[src/rtl/iar_pkg.sv]
package iar_pkg;
    typedef enum logic [2:0] {
        RSP_ROUTED   = 3'd0,
        RSP_INTREG   = 3'd1,
        RSP_NOTARGET = 3'd2,
        RSP_GPF      = 3'd3,
        RSP_BADSPACE = 3'd4
    } rsp_kind_e;

    typedef enum logic {
        ST_IDLE    = 1'b0,
        ST_RESPOND = 1'b1
    } iar_state_e;
endpackage

[src/rtl/iar_reg_lookup.sv]
module iar_reg_lookup #(
    parameter int OFF_W   = 60,
    parameter int NUM_REG = 4,
    parameter int IDX_W   = 3,
    parameter logic [NUM_REG*32-1:0] REG_IDS = {32'hC0000080, 32'h175, 32'h174, 32'h10}
) (
    input  logic [OFF_W-1:0] reg_num,
    output logic             hit,
    output logic [IDX_W-1:0] idx
);
    logic [NUM_REG-1:0] match;

    for (genvar g = 0; g < NUM_REG; g++) begin : g_cmp
        assign match[g] = (reg_num == {{(OFF_W-32){1'b0}}, REG_IDS[g*32 +: 32]});
    end

    always_comb begin
        hit = 1'b0;
        idx = '0;
        for (int i = NUM_REG - 1; i >= 0; i--) begin
            if (match[i]) begin
                hit = 1'b1;
                idx = IDX_W'(i);
            end
        end
    end
endmodule

[src/rtl/iar_port_router.sv]
module iar_port_router
    import iar_pkg::*;
#(
    parameter int          ADDR_W    = 64,
    parameter int          OFF_W     = 60,
    parameter int          REG_SHIFT = 3,
    parameter int          CFG_IDX   = 4,
    parameter logic [63:0] IO_BASE   = 64'h8000_0000_0000_0000,
    parameter logic [63:0] PCI_BASE  = 64'hC000_0000_0000_0000
) (
    input  logic [OFF_W-1:0]  port_off,
    input  logic [3:0]        size,
    input  logic [31:0]       cfg_q,
    output rsp_kind_e         kind,
    output logic [ADDR_W-1:0] paddr,
    output logic              cfg_sel
);
    localparam logic [15:0] CFG_ADDR_PORT = 16'h0CF8;
    localparam logic [13:0] CFG_DATA_QUAD = 14'h0CFC >> 2;

    logic [15:0] port;
    logic        too_wide;

    assign port     = port_off[15:0];
    assign too_wide = |port_off[OFF_W-1:16];

    always_comb begin
        kind    = RSP_ROUTED;
        paddr   = '0;
        cfg_sel = 1'b0;
        if (too_wide) begin
            kind = RSP_GPF;
        end else if (port == CFG_ADDR_PORT && size == 4'd4) begin
            kind    = RSP_INTREG;
            paddr   = ADDR_W'(CFG_IDX) << REG_SHIFT;
            cfg_sel = 1'b1;
        end else if (port[15:2] == CFG_DATA_QUAD) begin
            if (cfg_q[31]) begin
                paddr = PCI_BASE[ADDR_W-1:0] | ADDR_W'(cfg_q[30:0]);
            end else begin
                kind = RSP_NOTARGET;
            end
        end else begin
            paddr = IO_BASE[ADDR_W-1:0] | ADDR_W'(port);
        end
    end
endmodule

[src/rtl/iar_top.sv]
module iar_top
    import iar_pkg::*;
#(
    parameter int          ADDR_W    = 64,
    parameter int          PFX_W     = 4,
    parameter int          SEG_W     = 4,
    parameter logic [3:0]  INT_SEG   = 4'd8,
    parameter logic [3:0]  PFX_REG   = 4'd1,
    parameter logic [3:0]  PFX_PORT  = 4'd2,
    parameter int          NUM_REG   = 4,
    parameter logic [NUM_REG*32-1:0] REG_IDS = {32'hC0000080, 32'h175, 32'h174, 32'h10},
    parameter int          REG_BYTES = 8,
    parameter logic [63:0] IO_BASE   = 64'h8000_0000_0000_0000,
    parameter logic [63:0] PCI_BASE  = 64'hC000_0000_0000_0000
) (
    input  logic              clk,
    input  logic              rst_n,
    input  logic              req_valid,
    input  logic [SEG_W-1:0]  req_seg,
    input  logic [ADDR_W-1:0] req_vaddr,
    input  logic [3:0]        req_size,
    input  logic              req_wr,
    input  logic [31:0]       req_wdata,
    output logic              rsp_valid,
    output logic [2:0]        rsp_kind,
    output logic [ADDR_W-1:0] rsp_paddr
);
    localparam int OFF_W     = ADDR_W - PFX_W;
    localparam int IDX_W     = $clog2(NUM_REG + 1);
    localparam int REG_SHIFT = $clog2(REG_BYTES);

    iar_state_e        state_q, state_d;
    logic [31:0]       cfg_q;
    rsp_kind_e         kind_q, kind_d;
    logic [ADDR_W-1:0] paddr_q, paddr_d;

    logic [PFX_W-1:0]  pfx;
    logic [OFF_W-1:0]  off;
    logic              accept;
    logic              reg_hit;
    logic [IDX_W-1:0]  reg_idx;
    rsp_kind_e         port_kind;
    logic [ADDR_W-1:0] port_paddr;
    logic              port_cfg_sel;
    logic              cfg_load;

    assign pfx    = req_vaddr[ADDR_W-1:OFF_W];
    assign off    = req_vaddr[OFF_W-1:0];
    assign accept = req_valid && (req_seg == INT_SEG);

    iar_reg_lookup #(
        .OFF_W(OFF_W), .NUM_REG(NUM_REG), .IDX_W(IDX_W), .REG_IDS(REG_IDS)
    ) u_lookup (
        .reg_num(off), .hit(reg_hit), .idx(reg_idx)
    );

    iar_port_router #(
        .ADDR_W(ADDR_W), .OFF_W(OFF_W), .REG_SHIFT(REG_SHIFT), .CFG_IDX(NUM_REG),
        .IO_BASE(IO_BASE), .PCI_BASE(PCI_BASE)
    ) u_ports (
        .port_off(off), .size(req_size), .cfg_q(cfg_q),
        .kind(port_kind), .paddr(port_paddr), .cfg_sel(port_cfg_sel)
    );

    assign cfg_load = accept && (pfx == PFX_PORT) && port_cfg_sel && req_wr;

    // next state
    always_comb begin
        unique case (state_q)
            ST_IDLE:    state_d = accept ? ST_RESPOND : ST_IDLE;
            ST_RESPOND: state_d = accept ? ST_RESPOND : ST_IDLE;
            default:    state_d = ST_IDLE;
        endcase
    end

    // result selection
    always_comb begin
        kind_d  = RSP_BADSPACE;
        paddr_d = '0;
        if (pfx == PFX_REG) begin
            if (reg_hit) begin
                kind_d  = RSP_INTREG;
                paddr_d = ADDR_W'(reg_idx) << REG_SHIFT;
            end else begin
                kind_d = RSP_GPF;
            end
        end else if (pfx == PFX_PORT) begin
            kind_d  = port_kind;
            paddr_d = port_paddr;
        end
    end

    // state register
    always_ff @(posedge clk) begin
        if (!rst_n) begin
            state_q <= ST_IDLE;
        end else begin
            state_q <= state_d;
        end
    end

    // output and latch registers
    always_ff @(posedge clk) begin
        if (!rst_n) begin
            kind_q  <= RSP_ROUTED;
            paddr_q <= '0;
            cfg_q   <= '0;
        end else begin
            if (accept) begin
                kind_q  <= kind_d;
                paddr_q <= paddr_d;
            end
            if (cfg_load) begin
                cfg_q <= req_wdata;
            end
        end
    end

    assign rsp_valid = (state_q == ST_RESPOND);
    assign rsp_kind  = kind_q;
    assign rsp_paddr = paddr_q;


    rsp_follows_accept_chk: assert property (@(posedge clk) disable iff (!rst_n)
        rsp_valid |-> $past(req_valid && req_seg == INT_SEG));


    fault_paddr_zero_chk: assert property (@(posedge clk) disable iff (!rst_n)
        (rsp_valid && rsp_kind >= 3'd2) |-> (rsp_paddr == '0));


    notarget_needs_clear_chk: assert property (@(posedge clk) disable iff (!rst_n)
        (rsp_valid && rsp_kind == 3'd2) |-> !$past(cfg_q[31]));


    latch_write_only_chk: assert property (@(posedge clk) disable iff (!rst_n)
        !$stable(cfg_q) |-> (rsp_valid && rsp_kind == 3'd1 && $past(req_wr)));


    intreg_aligned_chk: assert property (@(posedge clk) disable iff (!rst_n)
        (rsp_valid && rsp_kind == 3'd1) |-> (rsp_paddr[REG_SHIFT-1:0] == '0));
endmodule

[config.mk]
export PLATFORM = sky130hd
export DESIGN_NAME = iar_top
export DESIGN_NICKNAME = d
export VERILOG_FILES = /design/src/rtl/iar_pkg.sv /design/src/rtl/iar_reg_lookup.sv /design/src/rtl/iar_port_router.sv /design/src/rtl/iar_top.sv
export SDC_FILE = /design/constraint.sdc
export NUM_CORES = 1
export LEC_CHECK = 0
export BUFFER_PORTS_ARGS = -buffer_cell sky130_fd_sc_hd__buf_2
export CELL_PAD_IN_SITES_DETAIL_PLACEMENT = 1
export CELL_PAD_IN_SITES_GLOBAL_PLACEMENT = 2
export CORE_ASPECT_RATIO = 0.6
export CORE_MARGIN = 10
export CORE_UTILIZATION = 28
export DETAILED_ROUTE_END_ITERATION = 8
export PLACE_DENSITY = 0.83
export SLEW_MARGIN = 30
export SYNTH_ARGS = -nofsm -noshare
export SYNTH_HDL_FRONTEND = slang
export SYNTH_SLANG_ARGS = --single-unit
[constraint.sdc]
create_clock -name clk -period 3.4 [get_ports clk]
set_clock_uncertainty 0.05 [all_clocks]
set_input_delay 0.34 -clock clk [delete_from_list [all_inputs] [get_ports clk]]
set_output_delay 0.34 -clock clk [all_outputs]
set_load 0.005 [all_outputs]
==> results.tsv, run 1 <==
metric	value	unit
rows	31	
startpoint_type	input port	
viasPerCell	5.19	
worstSetupPathType	input port to flip-flop	
worst_slew_pin_slew	991	ps
grt_pass1_vias	3965	
hold_path_class	input port to flip-flop	
synth_fa_ha_area_share	0	%
io_buffers	144	
yosysUniqueCellTypes	46	
cts.htree.levels	3	
crit_path_start	req_seg[1]	
status	complete, no violations	
netlist_area	0.00357	mm^2
start_util	29.1	%
drt_iter0_drc	165	
wirelength	13800	um
die_x	166	um
synthCells	391	
setup_violations	0	
drv_slew	0	
yosys.area_share.simple	20.7	%
ir_drop	229	uV
holdWs	207	ps
fin_area	0.00460	mm^2
cp.arrival	2730	ps
leakage	1.90	nW
gp_congestion	0.795	
cts_buffer_depth	2	
min_period	2580	ps
tritoncts	built	
ant_nets	0	
synthXorXnorAreaFrac	0	%
place_area	0.00430	mm^2
drv_cap	0	
drive_gt1_share	40.1	%
fp.dieH	107	um
final_hold_viol_count	0	
fmax	388	MHz
hpwlAfterDp	10600	um
cp_cell_sequence	buf_2 -> nor4b_4 -> nand3_1 -> or4_2 -> o31ai_1 -> a21oi_1	
critPathMaxStageDelay	1070	ps
dr.pass1.iters	4	
critPathSlowestCell	or4_2	
drcViolationCount	0	
synth_flop_cell	dfxtp_1	
rsz0062_at_grt	false	
synth-seq-area-share	38.7	%
fin_crit_sh	75.9	%
cts_resized	0	
crit_path_max_fanout	32	
synth_top_family_by_area	compound AO/OA/AOI/OAI gates	
synth_compound_area_share	27.4	%
crit_required	3550	ps
maxSlewHeadroom	33.9	%
cts_hold_buf	0	
powerDensity	412	mW/mm^2
synth_edf_count	0	
reg2reg_from	cfg_q[31]	
fin_nets	627	
syn_avg_cell_area	9.13	um^2
fin_util	37.6	%
vias	3579	
clk_pin_slew	50	ps
worstRegToRegCells	5	
synth.area.mux_share	0.280	%
crit_path_end_kind	flip-flop	
antenna_found_initial	2	
numClockSinks	69	
endpoint	cfg_q[0]	
die_area	0.0178	mm^2
root_buffer	clkbuf_16	
grt.overflow.total	0	
clk_latency	330	ps
yosysWarnings	0	
finalSetupTns	0	ps
cts_inserted_buffers	9	
syn_to_final_growth	28.9	%
grt_max_degree	40	
wl_per_cell	20.0	um
grt_usage	15.0	%
coreArea	0.0123	mm^2
async_reset_ff_share	0	%
grt_pass1_wl	21800	um
synth_seq_cells	69	
r2r_setup_slack	1470	ps
post_cts_buffers	0	
r2r_end	rsp_paddr[26]	
pin_count	176	
## report_power, final
part	internal, mW	leakage, nW	switching [mW]
sequential	0.809	0.556	0.000356
combinational	0.0580	1.20	0.0801
clock	0.585	0.140	0.363
## per-layer routing
layer  routed length, um  global-route usage (%)  up-vias
met1                6160                    18.5     1735
li1                    -                       -     1694
met4                  68                    2.58        2
met3                1380                    7.33       10
met5                  18                       0        -
met2                6170                    23.5      138
## worst max-delay path: cells and delay by family
kind / cells / cell delay, ps
AND/OR/NAND/NOR: 3 / 1770
AO/OA/AOI/OAI: 2 / 490
buffers and inverters: 1 / 110
## through the flow
step	instances	worst slack (ps)	power, mW
6_report	690	820	1.90
3_5_place_dp	673	495	0.963
3_3_place_gp	673	615	0.959
5_1_grt	689	714	1.97
4_1_cts	689	847	1.92
2_1_floorplan	421	1410	0.898
## cells in the mapped netlist, types with 9 or more instances
master | instances | area share, %
a21oi_1 | 41 | 5.7
a22o_1 | 15 | 3.7
a32oi_1 | 13 | 3.2
buf_2 | 12 | 1.7
buf_4 | 32 | 6.7
clkbuf_1 | 11 | 1.2
dfxtp_1 | 69 | 39
inv_1 | 14 | 1.5
nand2_1 | 12 | 1.3
nand3_1 | 9 | 1.3
nand4_1 | 41 | 7.2
nor2_1 | 10 | 1.1
nor4_1 | 13 | 2.3
o21ai_0 | 15 | 2.1
o31ai_2 | 30 | 11
## worst min-delay path by stage
stage | from | end | slack, ps | depth (start not counted)
global route | req_wdata[22] | cfg_q[22] | 210 | 3
finish | req_vaddr[1] | rsp_paddr[1] | 210 | 3
CTS | req_vaddr[1] | rsp_paddr[1] | 190 | 3
floorplan | cfg_q[0] | cfg_q[0] | 390 | 2
global placement | rsp_paddr[1] | rsp_paddr[1] | 390 | 2
detailed placement | rsp_paddr[63] | rsp_paddr[63] | 390 | 2
## final cells by class
cell class,instances,area (um^2)
clock buffer,10,239
timing repair buffer,152,781
tap,165,206
multi-input combinational,272,1880
fill,1492,7650
inverter,15,56.3
sequential,69,1380
antenna,1,2.50
clock inverter,6,62.6
## cell usage in the layout (no fill, tap or decap), types with 2 or more instances in the layout
cell,instances
nand2_1,12
conb_1,31
and4_1,2
o31ai_1,2
nand3_1,9
a32oi_1,13
and3_1,4
clkinvlp_4,3
nor4b_2,2
buf_2,144
buf_4,8
nor4_4,2
nand4_1,41
o31ai_2,30
a31oi_1,2
a21oi_1,40
nor2_1,10
clkbuf_16,9
a22o_1,15
nor4b_1,2
nor2b_1,2
dfxtp_1,69
o21ai_0,15
inv_1,14
nor3_1,2
clkinv_2,2
nor4_1,13
and2_1,4
## cell families after synthesis
family | count (synthesis)
AO/OA/AOI/OAI | 124
buffers and inverters | 80
flip-flops | 69
multiplexers | 1
other | 1
AND/OR/NAND/NOR | 116
## registers in the layout, indices dropped and copies added (netlist names)
register,cells
rsp_paddr,33
rsp_valid,1
rsp_kind,3
cfg_q,32
(Power assumes the default switching activity.)
==> run 2, diff against run 1 <==
CORE_UTILIZATION = 23   (was 28)
PLACE_DENSITY = 0.73   (was 0.83)
clock period = 2.1 ns   (was 3.4 ns; I/O delays follow)
==> results.tsv, run 2 (same netlist as run 1, synthesis figures left out) <==
metric	value	unit	change
clk_latency	330	ps	about the same
grt_pass1_wl	22100	um	was 21,800 um
fin_crit_sh	91.6	%	
grt.overflow.total	0		unchanged
maxSlewHeadroom	55.6	%	was 33.9%
hold_path_class	input port to flip-flop		unchanged
layout_common_cells	144 x buf_2, 69 x dfxtp_1, 41 x nand4_1, 40 x a21oi_1, 31 x conb_1		unchanged
dr.pass1.iters	4		unchanged
worst_slew_pin_slew	664	ps	was 991 ps
fin_area	0.00489	mm^2	was 0.00460 mm^2
pin_count	176		unchanged
cts_resized	0		unchanged
place_ws	-147	ps	was 495 ps
post_cts_buffers	0		unchanged
cp.arrival	2080	ps	was 2730 ps
gp_congestion	0.838		was 0.795
largest_reg_flops	33		unchanged
viasPerCell	4.81		was 5.19
antenna_found_initial	1		was 2
ant_nets	0		unchanged
grt_usage	13.1	%	was 15.0%
tritoncts	built		unchanged
drcViolationCount	0		unchanged
rsz0062_at_grt	false		unchanged
root_buffer	clkbuf_16		unchanged
wirelength	14200	um	was 13,800 um
fp.dieH	117	um	was 107 um
powerDensity	647	mW/mm^2	was 412 mW/mm^2
num_antenna_cells	0		was 1
finalSetupTns	0	ps	unchanged
status	complete, no violations		unchanged
ir_drop	359	uV	was 229 uV
final_common_cell	buf_2		unchanged
finalWorstSetupSlack	177	ps	was 820 ps
holdWs	88.7	ps	was 207 ps
fin_util	32.0	%	was 37.6%
numClockSinks	69		unchanged
stdcell_count	749		was 690
worstSetupPathType	input port to flip-flop		unchanged
drv_cap	0		unchanged
placed_cells	733		was 673
clk_pin_slew	60	ps	was 50 ps
start_util	23.4	%	was 29.1%
hpwlAfterDp	11200	um	was 10,600 um
grt_max_degree	39		was 40
drive_gt1_share	42.1	%	was 40.1%
leakage	2.04	nW	was 1.90 nW
syn_to_final_growth	36.9	%	was 28.9%
final_hold_viol_count	0		unchanged
drt_iter0_drc	254		was 165
cts_buffer_depth	2		unchanged
cts_inserted_buffers	9		unchanged
crit_required	2250	ps	was 3550 ps
die_x	181	um	was 166 um
cts_hold_buf	0		unchanged
crit_path_end_kind	flip-flop		unchanged
min_period	1920	ps	
crit_path_max_fanout	32		unchanged
fin_nets	649		was 627
rows	35		was 31
power	3.16	mW	was 1.90 mW
setup_violations	0		unchanged
coreArea	0.0153	mm^2	was 0.0123 mm^2
grt_pass1_vias	3965		unchanged
wl_per_cell	18.9	um	was 20.0 um
drv_slew	0		unchanged
cts.htree.levels	3		unchanged
startpoint_type	input port		unchanged
die_area	0.0211	mm^2	was 0.0178 mm^2
vias	3602		was 3,579
fillers	1812		was 1,492
place_area	0.00457	mm^2	was 0.00430 mm^2
fmax	520	MHz	
io_buffers	144		unchanged
==> run 2: cell types whose count changed in the layout (fill, tap and decap cells not counted), sizes merged <==
| cell | delta |
|---|---|
| buf | +22 |
| clkinvlp | -3 |
| clkinv | +2 |
| bufinv | +1 |
| diode | -1 |
==> run 2: cell type report <==
class / instances / area (um^2) / share of cell area, %
tap: 203 / 254 / 5.19
clock inverter: 6 / 87.6 / 1.79
sequential: 69 / 1380 / 28.2
multi-input combinational: 272 / 1870 / 38.3
timing repair buffer: 174 / 1010 / 20.6
inverter: 15 / 56.3 / 1.15
clock buffer: 10 / 229 / 4.68
==> run 2: worst max-delay path: stages <==
cell and delay [ps]:
buf_2 120, nor4_4 410, nand2b_1 130, or4_2 660, buf_12 220, o31ai_1 220
a21oi_1 90
==> run 2: report_power, final <==
group | total [mW] | switching (mW) | internal (mW)
clock | 1.62 | 0.577 | 1.04
sequential | 1.31 | 0.000654 | 1.31
combinational | 0.238 | 0.134 | 0.104
total | 3.16 | 0.711 | 2.45
==> run 2: worst paths after layout <==
| check | startpoint | end | slack, ps | depth (start not counted) |
|---|---|---|---|---|
| setup / recovery | req_vaddr[13] | cfg_q[0] | 180 | 7 |
| hold / removal | req_wdata[0] | cfg_q[0] | 90 | 3 |
| setup reg to reg | cfg_q[31] | rsp_paddr[15] | 620 | 5 |
| hold reg to reg | rsp_paddr[0] | rsp_paddr[0] | 400 | 2 |
==> run 2: per-layer routing <==
layer | GRT usage, % | wire (um) | up-vias
met5 | 0 | 0 | -
met1 | 16.4 | 6550 | 1748
met4 | 2.29 | 82 | 0
met2 | 21.6 | 6600 | 100
li1 | - | - | 1742
met3 | 4.70 | 921 | 12
